`src/rtl/bcs_pkg.sv`:
```
`timescale 1ns/1ps
package bcs_pkg;
  localparam logic [1:0] CMD_NONE = 2'd0;
  localparam logic [1:0] CMD_KEY  = 2'd1;
  localparam logic [1:0] CMD_IV   = 2'd2;
  localparam logic [1:0] CMD_GO   = 2'd3;

  localparam logic [2:0] MD_ECB = 3'd0;
  localparam logic [2:0] MD_CBC = 3'd1;
  localparam logic [2:0] MD_CFB = 3'd2;
  localparam logic [2:0] MD_OFB = 3'd3;
  localparam logic [2:0] MD_CTR = 3'd4;
  localparam logic [2:0] MD_MAC = 3'd5;

  typedef enum logic [2:0] {
    ST_IDLE, ST_LKEY, ST_LIV, ST_FILL, ST_RUN, ST_EMIT
  } seq_st_e;

  function automatic logic is_stream(input logic [2:0] m);
    return (m == MD_CFB) || (m == MD_OFB) || (m == MD_CTR);
  endfunction
endpackage

```
`src/rtl/bcs_shift8.sv`:
```
`timescale 1ns/1ps
module bcs_shift8 #(
  parameter int W = 128
) (
  input  logic         clk,
  input  logic         rst_n,
  input  logic         ld,
  input  logic [W-1:0] ld_val,
  input  logic         sh,
  input  logic [7:0]   sh_in,
  output logic [W-1:0] q
);
  logic [W-1:0] q_d;

  always_comb begin
    q_d = q;
    if (ld)      q_d = ld_val;
    else if (sh) q_d = {q[W-9:0], sh_in};
  end

  always_ff @(posedge clk or negedge rst_n) begin
    if (!rst_n)         q <= '0;
    else if (ld || sh)  q <= q_d;
  end
endmodule

```
`src/rtl/bcs_mode_path.sv`:
```
`timescale 1ns/1ps
module bcs_mode_path
  import bcs_pkg::*;
#(
  parameter int BLK_W = 128,
  parameter int SEG_W = 32,
  parameter int CTR_W = 32,
  parameter int NSEG  = BLK_W / SEG_W,
  parameter int SIW   = $clog2(NSEG)
) (
  input  logic [2:0]             mode,
  input  logic [BLK_W-1:0]       in_blk,
  input  logic [BLK_W-1:0]       chain,
  input  logic [BLK_W-1:0]       ks_reg,
  input  logic [BLK_W-1:0]       eng_dout,
  input  logic [SIW-1:0]         seg,
  input  logic [BLK_W-SEG_W-1:0] ct_prev,
  output logic [BLK_W-1:0]       eng_din,
  output logic [SEG_W-1:0]       seg_res,
  output logic [BLK_W-1:0]       fb_next
);
  logic [BLK_W-1:0] ks_now;
  logic [SEG_W-1:0] ks_words [NSEG];

  // first segment uses the fresh engine answer, later ones the stored keystream
  assign ks_now = (seg == '0) ? eng_dout : ks_reg;

  for (genvar g = 0; g < NSEG; g++) begin : g_word
    assign ks_words[g] = ks_now[BLK_W-1-g*SEG_W -: SEG_W];
  end

  assign seg_res = in_blk[SEG_W-1:0] ^ ks_words[seg];

  always_comb begin
    case (mode)
      MD_ECB:         eng_din = in_blk;
      MD_CBC, MD_MAC: eng_din = in_blk ^ chain;
      default:        eng_din = chain;
    endcase
  end

  always_comb begin
    case (mode)
      MD_CFB:  fb_next = {ct_prev, seg_res};
      MD_OFB:  fb_next = ks_now;
      MD_CTR:  fb_next = {chain[BLK_W-1:CTR_W], chain[CTR_W-1:0] + 1'b1};
      default: fb_next = chain;
    endcase
  end
endmodule

```
`src/rtl/bcs_top.sv`:
```
`timescale 1ns/1ps
module bcs_top
  import bcs_pkg::*;
#(
  parameter int BLK_W = 128,
  parameter int SEG_W = 32,
  parameter int CTR_W = 32
) (
  input  logic             clk,
  input  logic             rst_n,
  input  logic             cmd_we,
  input  logic [1:0]       cmd_code,
  input  logic [2:0]       cmd_mode,
  output logic             ready,
  input  logic             din_we,
  input  logic [7:0]       din,
  output logic             in_req,
  input  logic             dout_re,
  output logic [7:0]       dout,
  output logic             out_req,
  output logic             irq,
  output logic             eng_start,
  output logic [BLK_W-1:0] eng_din,
  output logic [BLK_W-1:0] eng_key,
  input  logic             eng_done,
  input  logic [BLK_W-1:0] eng_dout
);
  localparam int BLK_BYTES = BLK_W / 8;
  localparam int SEG_BYTES = SEG_W / 8;
  localparam int NSEG      = BLK_W / SEG_W;
  localparam int SIW       = $clog2(NSEG);
  localparam int CNT_W     = $clog2(BLK_BYTES);
  localparam int CT_W      = BLK_W - SEG_W;
  localparam logic [CNT_W-1:0] LAST_BLK = CNT_W'(BLK_BYTES - 1);
  localparam logic [CNT_W-1:0] LAST_SEG = CNT_W'(SEG_BYTES - 1);
  localparam logic [SIW-1:0]   SEG_TOP  = SIW'(NSEG - 1);

  // reset: asserted asynchronously, released on the clock
  logic rst_meta, rst_s_n;
  always_ff @(posedge clk or negedge rst_n) begin
    if (!rst_n) begin
      rst_meta <= 1'b0;
      rst_s_n  <= 1'b0;
    end else begin
      rst_meta <= 1'b1;
      rst_s_n  <= rst_meta;
    end
  end

  seq_st_e          st_q, st_d;
  logic [CNT_W-1:0] cnt_q, cnt_d;
  logic [SIW-1:0]   seg_q, seg_d;
  logic [2:0]       mode_q, mode_d;
  logic [BLK_W-1:0] key_q, chain_q, chain_d, ks_q;
  logic [CT_W-1:0]  ct_q, ct_d;
  logic             key_en, chain_en, ks_en, ct_en;
  logic             in_req_d, out_req_d, irq_d, go_d, go_q;
  logic             in_req_q, out_req_q, irq_q;
  logic             out_ld;

  logic [BLK_W-1:0] in_q, out_q, out_ld_val, shift_nxt;
  logic [SEG_W-1:0] seg_res;
  logic [BLK_W-1:0] fb_next;
  logic             stream, need_eng, cmd_hit, din_take, dout_take;
  logic [CNT_W-1:0] last_cnt;

  assign stream   = is_stream(mode_q);
  assign need_eng = !stream || (seg_q == '0);
  assign last_cnt = stream ? LAST_SEG : LAST_BLK;

  // a command that takes effect: loads always, start only when idle
  assign cmd_hit  = cmd_we && ((cmd_code == CMD_KEY) || (cmd_code == CMD_IV) ||
                               ((cmd_code == CMD_GO) && (st_q == ST_IDLE)));
  assign din_take = din_we && !cmd_hit &&
                    ((st_q == ST_LKEY) || (st_q == ST_LIV) || (st_q == ST_FILL));
  assign dout_take = dout_re && !cmd_hit && (st_q == ST_EMIT);

  assign shift_nxt  = {in_q[BLK_W-9:0], din};
  assign out_ld_val = stream ? {seg_res, {CT_W{1'b0}}} : eng_dout;

  bcs_shift8 #(.W(BLK_W)) u_in (
    .clk(clk), .rst_n(rst_s_n), .ld(1'b0), .ld_val({BLK_W{1'b0}}),
    .sh(din_take), .sh_in(din), .q(in_q)
  );

  bcs_shift8 #(.W(BLK_W)) u_out (
    .clk(clk), .rst_n(rst_s_n), .ld(out_ld), .ld_val(out_ld_val),
    .sh(dout_take), .sh_in(8'h00), .q(out_q)
  );

  bcs_mode_path #(.BLK_W(BLK_W), .SEG_W(SEG_W), .CTR_W(CTR_W)) u_path (
    .mode(mode_q), .in_blk(in_q), .chain(chain_q), .ks_reg(ks_q),
    .eng_dout(eng_dout), .seg(seg_q), .ct_prev(ct_q),
    .eng_din(eng_din), .seg_res(seg_res), .fb_next(fb_next)
  );

  // next-state logic
  always_comb begin
    st_d      = st_q;
    cnt_d     = cnt_q;
    seg_d     = seg_q;
    mode_d    = mode_q;
    chain_d   = chain_q;
    ct_d      = {ct_q[CT_W-SEG_W-1:0], seg_res};
    key_en    = 1'b0;
    chain_en  = 1'b0;
    ks_en     = 1'b0;
    ct_en     = 1'b0;
    in_req_d  = 1'b0;
    out_req_d = 1'b0;
    irq_d     = 1'b0;
    go_d      = 1'b0;
    out_ld    = 1'b0;
    if (cmd_hit && (cmd_code == CMD_KEY)) begin
      st_d  = ST_LKEY;
      cnt_d = '0;
    end else if (cmd_hit && (cmd_code == CMD_IV)) begin
      st_d   = ST_LIV;
      cnt_d  = '0;
      mode_d = cmd_mode;
    end else if (cmd_hit) begin
      st_d     = ST_FILL;
      cnt_d    = '0;
      seg_d    = '0;
      mode_d   = cmd_mode;
      in_req_d = 1'b1;
    end else begin
      case (st_q)
        ST_LKEY, ST_LIV: begin
          if (din_take) begin
            cnt_d = cnt_q + 1'b1;
            if (cnt_q == LAST_BLK) begin
              st_d = ST_IDLE;
              if (st_q == ST_LKEY) key_en = 1'b1;
              else begin
                chain_en = 1'b1;
                chain_d  = shift_nxt;
              end
            end
          end
        end
        ST_FILL: begin
          if (din_take) begin
            if (cnt_q == last_cnt) begin
              cnt_d = '0;
              st_d  = ST_RUN;
              go_d  = need_eng;
            end else begin
              cnt_d    = cnt_q + 1'b1;
              in_req_d = 1'b1;
            end
          end
        end
        ST_RUN: begin
          if (!need_eng || eng_done) begin
            st_d      = ST_EMIT;
            out_ld    = 1'b1;
            out_req_d = 1'b1;
            if (!stream) begin
              chain_en = (mode_q == MD_CBC) || (mode_q == MD_MAC);
              chain_d  = eng_dout;
            end else begin
              ks_en = (seg_q == '0);
              ct_en = 1'b1;
              if (seg_q == SEG_TOP) begin
                chain_en = 1'b1;
                chain_d  = fb_next;
              end
            end
          end
        end
        ST_EMIT: begin
          if (dout_take) begin
            if (cnt_q == last_cnt) begin
              cnt_d = '0;
              if (stream && (seg_q != SEG_TOP)) begin
                seg_d    = seg_q + 1'b1;
                st_d     = ST_FILL;
                in_req_d = 1'b1;
              end else begin
                st_d  = ST_IDLE;
                irq_d = 1'b1;
              end
            end else begin
              cnt_d     = cnt_q + 1'b1;
              out_req_d = 1'b1;
            end
          end
        end
        default: st_d = ST_IDLE;
      endcase
    end
  end

  // state registers
  always_ff @(posedge clk or negedge rst_s_n) begin
    if (!rst_s_n) begin
      st_q      <= ST_IDLE;
      cnt_q     <= '0;
      seg_q     <= '0;
      mode_q    <= MD_ECB;
      in_req_q  <= 1'b0;
      out_req_q <= 1'b0;
      irq_q     <= 1'b0;
      go_q      <= 1'b0;
    end else begin
      st_q      <= st_d;
      cnt_q     <= cnt_d;
      seg_q     <= seg_d;
      mode_q    <= mode_d;
      in_req_q  <= in_req_d;
      out_req_q <= out_req_d;
      irq_q     <= irq_d;
      go_q      <= go_d;
    end
  end

  // wide registers with explicit clock enables
  always_ff @(posedge clk or negedge rst_s_n) begin
    if (!rst_s_n) begin
      key_q   <= '0;
      chain_q <= '0;
      ks_q    <= '0;
      ct_q    <= '0;
    end else begin
      if (key_en)   key_q   <= shift_nxt;
      if (chain_en) chain_q <= chain_d;
      if (ks_en)    ks_q    <= eng_dout;
      if (ct_en)    ct_q    <= ct_d;
    end
  end

  assign ready     = (st_q == ST_IDLE);
  assign in_req    = in_req_q;
  assign out_req   = out_req_q;
  assign irq       = irq_q;
  assign eng_start = go_q;
  assign eng_key   = key_q;
  assign dout      = out_q[BLK_W-1 -: 8];

  AST_KEY_ONLY_BY_LOAD: assert property (@(posedge clk) disable iff (!rst_s_n)
    (st_q != ST_LKEY) |=> $stable(key_q));
  AST_DIN_HELD: assert property (@(posedge clk) disable iff (!rst_s_n)
    (st_q == ST_RUN && need_eng && !eng_done && !cmd_hit) |=> $stable(eng_din));
  AST_START_PULSE: assert property (@(posedge clk) disable iff (!rst_s_n)
    eng_start |=> !eng_start);
  AST_IRQ_WITH_READY: assert property (@(posedge clk) disable iff (!rst_s_n)
    irq |-> ready);
  AST_IRQ_PULSE: assert property (@(posedge clk) disable iff (!rst_s_n)
    irq |=> !irq);
  AST_REQ_EXCL: assert property (@(posedge clk) disable iff (!rst_s_n)
    !(in_req && out_req));
  AST_BUSY_GO_IGNORED: assert property (@(posedge clk) disable iff (!rst_s_n)
    (cmd_we && cmd_code == CMD_GO && !ready) |=> $stable(mode_q));
endmodule

```
`config.mk`:
```
export PLATFORM = sky130hd
export DESIGN_NAME = bcs_top
export DESIGN_NICKNAME = d
export VERILOG_FILES = /design/src/rtl/bcs_pkg.sv /design/src/rtl/bcs_shift8.sv /design/src/rtl/bcs_mode_path.sv /design/src/rtl/bcs_top.sv
export SDC_FILE = /design/constraint.sdc
export NUM_CORES = 2
export LEC_CHECK = 0
export BUFFER_PORTS_ARGS = -buffer_cell sky130_fd_sc_hd__buf_2
export CORE_MARGIN = 3
export CORE_UTILIZATION = 35
export DETAILED_ROUTE_END_ITERATION = 16
export PLACE_DENSITY_LB_ADDON = 0.1
export SLEW_MARGIN = 25
export SYNTH_ARGS = -nofsm -noshare
export SYNTH_HDL_FRONTEND = slang
export SYNTH_SLANG_ARGS = --single-unit
```
`constraint.sdc`:
```
create_clock -name clk -period 36.6 [get_ports clk]
set_input_delay 3.66 -clock clk [delete_from_list [all_inputs] [get_ports clk]]
set_output_delay 3.66 -clock clk [all_outputs]
set_load 0.01 [all_outputs]
```
# Word level (Yosys, flattened, before mapping)
# Cells that the tools add are included.
# word_totals
out_inout_bits,269
regBits,754
in_bits,147
elab_cells,206
# op_classes
n_eq_ne,32
bitwise,6
addsub,3
reduce_logical,42
muxes,105
n_lt_le_gt_ge,1
# ops
operator,n
2-to-1 mux 128 bit,10
case mux 128 bit (2 select lines),2
case mux 128 bit (3 select lines),1
bitwise XOR 128 bit,1
binary-select mux 32 bit (select 2 bit),1
2-to-1 mux 32 bit,2
2-to-1 mux 1 bit,58
2-to-1 mux 3 bit,12
adder 32 x 1 -> 32 bit (second input constant),1
2-to-1 mux 4 bit,8
bitwise XOR 32 bit,1
!= test 5 bit (second input constant),4
!= test 5 x 2 -> 1 bit (second input constant),3
nonzero test 2 bit,7
== test 3 x 2 -> 1 bit (second input constant),4
== test 3 bit (second input constant),4
2-to-1 mux 2 bit,6
case mux 3 bit (4 select lines),1
case mux 4 bit (3 select lines),1
AND reduction 12 bit,1
AND reduction 11 bit,1
logical OR 1 bit,10
!= test 2 bit (second input constant),5
logical AND 1 bit,9
other kinds (23),36

# Depth between registers and ports, before layout
# logic_depth
depth_word,14
ltp_mapped,14
ltp_nobuf,8

# Hierarchy
# Synthesis repeated with hierarchy kept, for this count alone.
# hier_totals
hier_cells,4483
area_unflattened_um2,42239.3
# modules_own_cells
mod,seq_area_each_um2,cells_each,instances,area_each_um2
bcs_top,12462.0,1907,1,22163.8
bcs_shift8,3203.1,554,2,6000.8
bcs_mode_path,0.0,1468,1,8074.0

# Worst setup path after synthesis
# Ideal clock, no wire load.
# synth_timing
path_type,input -> register
from,in cmd_code[0]
to,reg chain_q[117]
path_slack_ns,30.931
setup_ns,0.119
t_arrival_ns,5.550
n_path_buf,3
required_time_ns,36.481
stages,10
cell_sequence,inv_1 -> ha_1 -> nand2b_1 -> a32o_1 -> o211ai_1 -> or3_1 -> buf_2 -> buf_6 -> buf_6 -> o21ai_2
# synth_between
elab_chain_cells,13
elab_cells_between_ends,22
cone_classes,4 x eq/ne; 5 x mux; 3 x bitwise; 10 x reduce/logical
# synth_rtl
item,line,source
from (decl),bcs_top.sv:12,"input logic [1:0] cmd_code,"
"== test 2 x 1 -> 1 bit, or another cell as far along","bcs_top.sv:72, bcs_top.sv:114",
logical OR 1 bit / logical AND 1 bit (equally long branches),"bcs_top.sv:72, bcs_top.sv:73",
logical OR 1 bit,bcs_top.sv:72,assign cmd_hit = cmd_we && ((cmd_code == CMD_KEY) || (cmd_code == CMD_IV) ||
logical AND 1 bit,bcs_top.sv:72,
logical NOT 1 bit,bcs_top.sv:74,assign din_take = din_we && !cmd_hit &&
logical AND 1 bit (2 in series),bcs_top.sv:74,
2-to-1 mux 1 bit,bcs_top.sv:130,if (din_take) begin
case mux 1 bit (2 select lines),bcs_top.sv:128,case (st_q)
2-to-1 mux 1 bit,bcs_top.sv:121,end else if (cmd_hit) begin
2-to-1 mux 1 bit,bcs_top.sv:117,end else if (cmd_hit && (cmd_code == CMD_IV)) begin
2-to-1 mux 1 bit,bcs_top.sv:114,if (cmd_hit && (cmd_code == CMD_KEY)) begin
AND reduction 12 bit (no line) *,--,
to (signal assigned),bcs_top.sv:227,if (chain_en) chain_q <= chain_d;
to (decl),bcs_top.sv:54,"logic [BLK_W-1:0] key_q, chain_q, chain_d, ks_q;"
# Mark *: on every way between the ends. The rest lies on a longest branch, timed or not.
# A chain may end at the register's enable or synchronous reset.

# Final worst setup path
# layout_timing
from,reg mode_q[0]
to,out eng_din[127]
# layout_between
elab_chain_cells,3
elab_cells_between_ends,5
cone_classes,2 x eq/ne; 1 x mux; 2 x reduce/logical
# layout_rtl
item,line,source
from (decl),bcs_top.sv:53,"logic [2:0] mode_q, mode_d;"
from (signal assigned),bcs_top.sv:210,mode_q <= mode_d;
== test 3 x 1 -> 1 bit / == test 3 bit (equally long branches),bcs_mode_path.sv:35,case (mode)
OR reduction 2 bit,bcs_mode_path.sv:35,
case mux 128 bit (2 select lines) *,bcs_mode_path.sv:35,
to (decl),bcs_top.sv:23,"output logic [BLK_W-1:0] eng_din,"
# Marked as above.

==> impl_results.md <==
* Status: complete, no violations
* Overall Global Routing Usage at 0.290
* Worst-Margin Slew at around 1.2 ns
* Placed instance area at between 40000 and 50000 sq um
* Hold EP: rst_s_n$_DFF_PN0_
* Vias in the first global route at around 33k
* DRT Wirelength at between 150000 and 200000 um
* Hold depth at 0
* Worst-path clk slew at around 0.070 ns
* Flop-to-flop setup slack at 31.70 ns
* Clk pwr share at 0.272
* Post-DR wirelength/cell at around 29 um
* Placer Congestion at roughly 0.94
* WP buf/inv at 2
* Mapped cell area at between 30000 and 40000 sq um
* Min Hold Slack at around 0.37 ns
* Storage element area at between 15000 and 20000 sq um
* Layout net count at 4410
* Tcrit/Tclk final at 0.196
* Antenna Violating Nets Remaining at 0
* Post-Syn Instances at 4003
* Initial antenna violation count at 35
* Hold_buf cts at 0
* Crit-path max FO at 67
* WS Path Type: flip-flop to output port
* Via count at around 33k
* Number of flops mapped to enable cells by yosys at 0
* Max_cap viols at 0
* Post-DP HPWL at ~120000 um
* Clock Path Buffers at 3
* Drt pass-1 iters at 9
* Clock latency on the worst-skew pair at 0.69 ns
* Max VDD drop at approximately 0.042 mV
* PostCTS Resize Cnt at 0
* Number of I/O port buffers at roughly 420
* CTS tree: done
* Area grow syn2layout at 16.2%
* Worst setup SP type: flip-flop
* P_sw at approximately 1.5 mW
* Final setup viols at 0
* Critical Path, Cell by Cell: nor2b_1 > nor2_4 > buf_4 > nand2_1 > xor2_1 > buf_2
* Core ar. at between 100000 and 150000 sq um
* H-Tree Level Count at 3
* Avg Cell Area, Syn at about 9.8 sq um
* Critical Path Sink Type: output port
* Tmin final at between 7 and 8 ns
* Async SR Flop Fraction at 1.00
* Non-filler cells, final at around 5.8k
* Fin. Hold Viols at 0
* Largest delay contributor family on the critical path: flip-flops
* HP Start: rst_meta$_DFF_PN0_
* Clock Sinks at ~750
* Number of I/O pins at 416
* Pwr dens at 78.0 nW/um^2
* Share of cells above drive strength 1 at 0.257
* Critical R2R Launch: seg_q[1]$_DFFE_PN0P_
* Pins Over Slew Limit at 0
* Sw Ratio at 0.416
* Comb pwr share at 0.362
* Die X at about 340 um
* Library cells used by synthesis at slightly above 80
* Largest net degree at the start of global routing at around 200
* Yosys warning total at 0
* Finished Cell Area at between 40000 and 50000 sq um
* Critical Path AT at 3.50 ns
* DRC Markers at 0
* Root buf cell: clkbuf_16
* Max Clock Freq at approximately 140 MHz
* TritonCTS Buffers at 94
* Setup Buffers After CTS at 0
* Area fraction of the dominant cell type after synthesis at 0.482
* DRT iter0 DRCs at between 3k and 4k
* RSZ-0062 raised after global routing: no
* Syn nets at approximately 4.2k
* Area of the multi-input gates at about 19000 sq um
* Power Internal at between 2 and 2.5 mW
* Die height at about 340 um
* Reg2reg end: u_out.q[110]$_DFFE_PN0P_
* HP Class: flip-flop to flip-flop
* Slew margin rel. at 0.190
* Leading area contributor after synthesis: dfrtp_1
* R2R depth at 10
* GRT overflow at 0
* Static Leak at 21.8 nW
* Slowest-stage cell, CP: dfrtp_4
* First-pass GRT wire length at 244000 um
* CP Data Required Time at roughly 33 ns
* Register share of total power at 0.366
* Ys flop type: dfrtp_1
* #FFs+latches synth at roughly 750
* Initial Utilization at 0.353
* Setup TNS Final at 0 ns
* Final clock skew at about 0.029 ns
* Fill cells at roughly 11k
* Die Area at approximately 120000 sq um
* CP max stage delay at 0.86 ns
* Vias/cell at about 5.7
* # rows at between 100 and 150
* Area contributors post-synth: dfrtp_1 48%, mux2_2 11%, nand2_1 8.0%
* Seq/Total Area, Yosys at 0.482
* Placed Cells at roughly 5.6k
-- power by group through the flow --
stage | logic [mW] | clock network, mW | registers, mW
6_report | 1.28 | 0.966 | 1.30
2_1_floorplan | 0.793 | 0 | 1.17
3_5_place_dp | 1.26 | 0 | 1.31
5_1_grt | 1.36 | 1.02 | 1.32
3_3_place_gp | 1.25 | 0 | 1.31
4_1_cts | 1.27 | 0.986 | 1.30
-- metrics by stage --
stage | worst slack, ns | util | total power, mW
after floorplan | 14.03 | - | 1.97
after global placement | 29.26 | 0.381 | 2.57
after detailed placement | 29.25 | 0.382 | 2.58
after CTS | 29.25 | 0.410 | 3.56
after global routing | 29.29 | 0.411 | 3.70
final | 29.44 | 0.411 | 3.55
-- worst register-to-register path, stage by stage, from the launching register on --
cell	delay, ns
dfrtp_1	0.36
buf_4	0.24
inv_2	0.42
ha_4	0.58
buf_4	0.80
mux4_2	0.71
mux2i_1	0.17
xor2_1	0.93
nand2_1	0.16
o211ai_1	0.23
o21ai_0	0.14
-- final cells by class --
type | count | area share
Sequential cell | 754 | 0.415
Multi-Input combinational cell | 2878 | 0.413
Clock buffer | 136 | 0.0612
Timing Repair Buffer | 482 | 0.0586
Tap cell | 1488 | 0.0409
Clock inverter | 25 | 0.00775
Inverter | 46 | 0.00379
Antenna cell | 11 | 0.000604
-- logic make-up (layout without fill, tap and decap cells) --
group	Yosys count	count (layout)	share of synthesized area
adder cells (fa/ha/maj)	7	7	0.00224
buffers and inverters	371	689	0.0433
multiplexers	532	532	0.156
AND/OR/NAND/NOR	1362	1362	0.141
other	1	12	0.0000957
AO/OA/AOI/OAI	798	798	0.136
flip-flops	754	754	0.482
XOR/XNOR	178	178	0.0398
-- synth_stat cells, drive strengths merged (4+ instances only) --
library cell  number
nand2            833
dfrtp            754
mux2             401
nor2             345
a21oi            259
clkbuf           207
o21ai            181
xor2             144
buf              118
mux2i            109
o221ai            84
inv               46
nand3             45
o221a             41
a31oi             40
xnor2             34
nor3              33
a222oi            25
a221oi            24
mux4              22
and3              21
o211ai            20
o22ai             18
nand2b            17
nand4             14
a211oi            12
nor2b             12
a22oi             11
o21a               9
o22a               9
o31ai              9
ha                 7
nand3b             7
a221o              6
a2bb2oi            6
and2               6
nor4               6
or3                6
a2111oi            5
or2                5
a311oi             4
nor3b              4
o2111ai            4
o32ai              4
o41ai              4
-- layout by cell type, fill, tap and decap left out, drive strengths merged, types with 18 or more instances in the layout --
cell    Yosys  layout
mux2      401     401
nor2      345     345
a222oi     25      25
a21oi     259     259
inv        46      49
a221oi     24      24
nand3      45      45
mux2i     109     109
clkbuf    207     136
o21ai     181     181
o221ai     84      84
nand2     833     833
o221a      41      41
and3       21      21
o22ai      18      18
buf       118     482
xor2      144     144
nor3       33      33
dfrtp     754     754
a31oi      40      40
o211ai     20      20
mux4       22      22
xnor2      34      34
-- metal layers --
layer  GRT usage  part of all wire  wire length [um]
met5           0           0.00058                99
met2       0.435              0.44             75300
met1       0.407              0.43             74600
met3      0.0668             0.085             14700
met4       0.107             0.041              7070
-- registers in the layout, summed over array words and instances, names as in the netlist, 2 cells and up --
register and count:
chain_q 128, eng_key 128, ks_q 128, u_in.q 128, u_out.q 128, ct_q 96
cnt_q 4, mode_q 3, st_q 3, seg_q 2
-- how the worst max path moves through the flow --
stage / start / end / cells past startpoint
6_report: mode_q[0]$_DFFE_PN0P_ / eng_din[127] / 6
5_1_grt: mode_q[0]$_DFFE_PN0P_ / eng_din[127] / 6
4_1_cts: mode_q[0]$_DFFE_PN0P_ / eng_din[127] / 6
3_5_place_dp: cmd_code[0] / ks_q[35]$_DFFE_PN0P_ / 10
3_3_place_gp: cmd_code[0] / ks_q[9]$_DFFE_PN0P_ / 10
2_1_floorplan: rst_s_n$_DFF_PN0_ / chain_q[0]$_DFFE_PN0P_ / 0
Power figures use the tool's default switching activity.
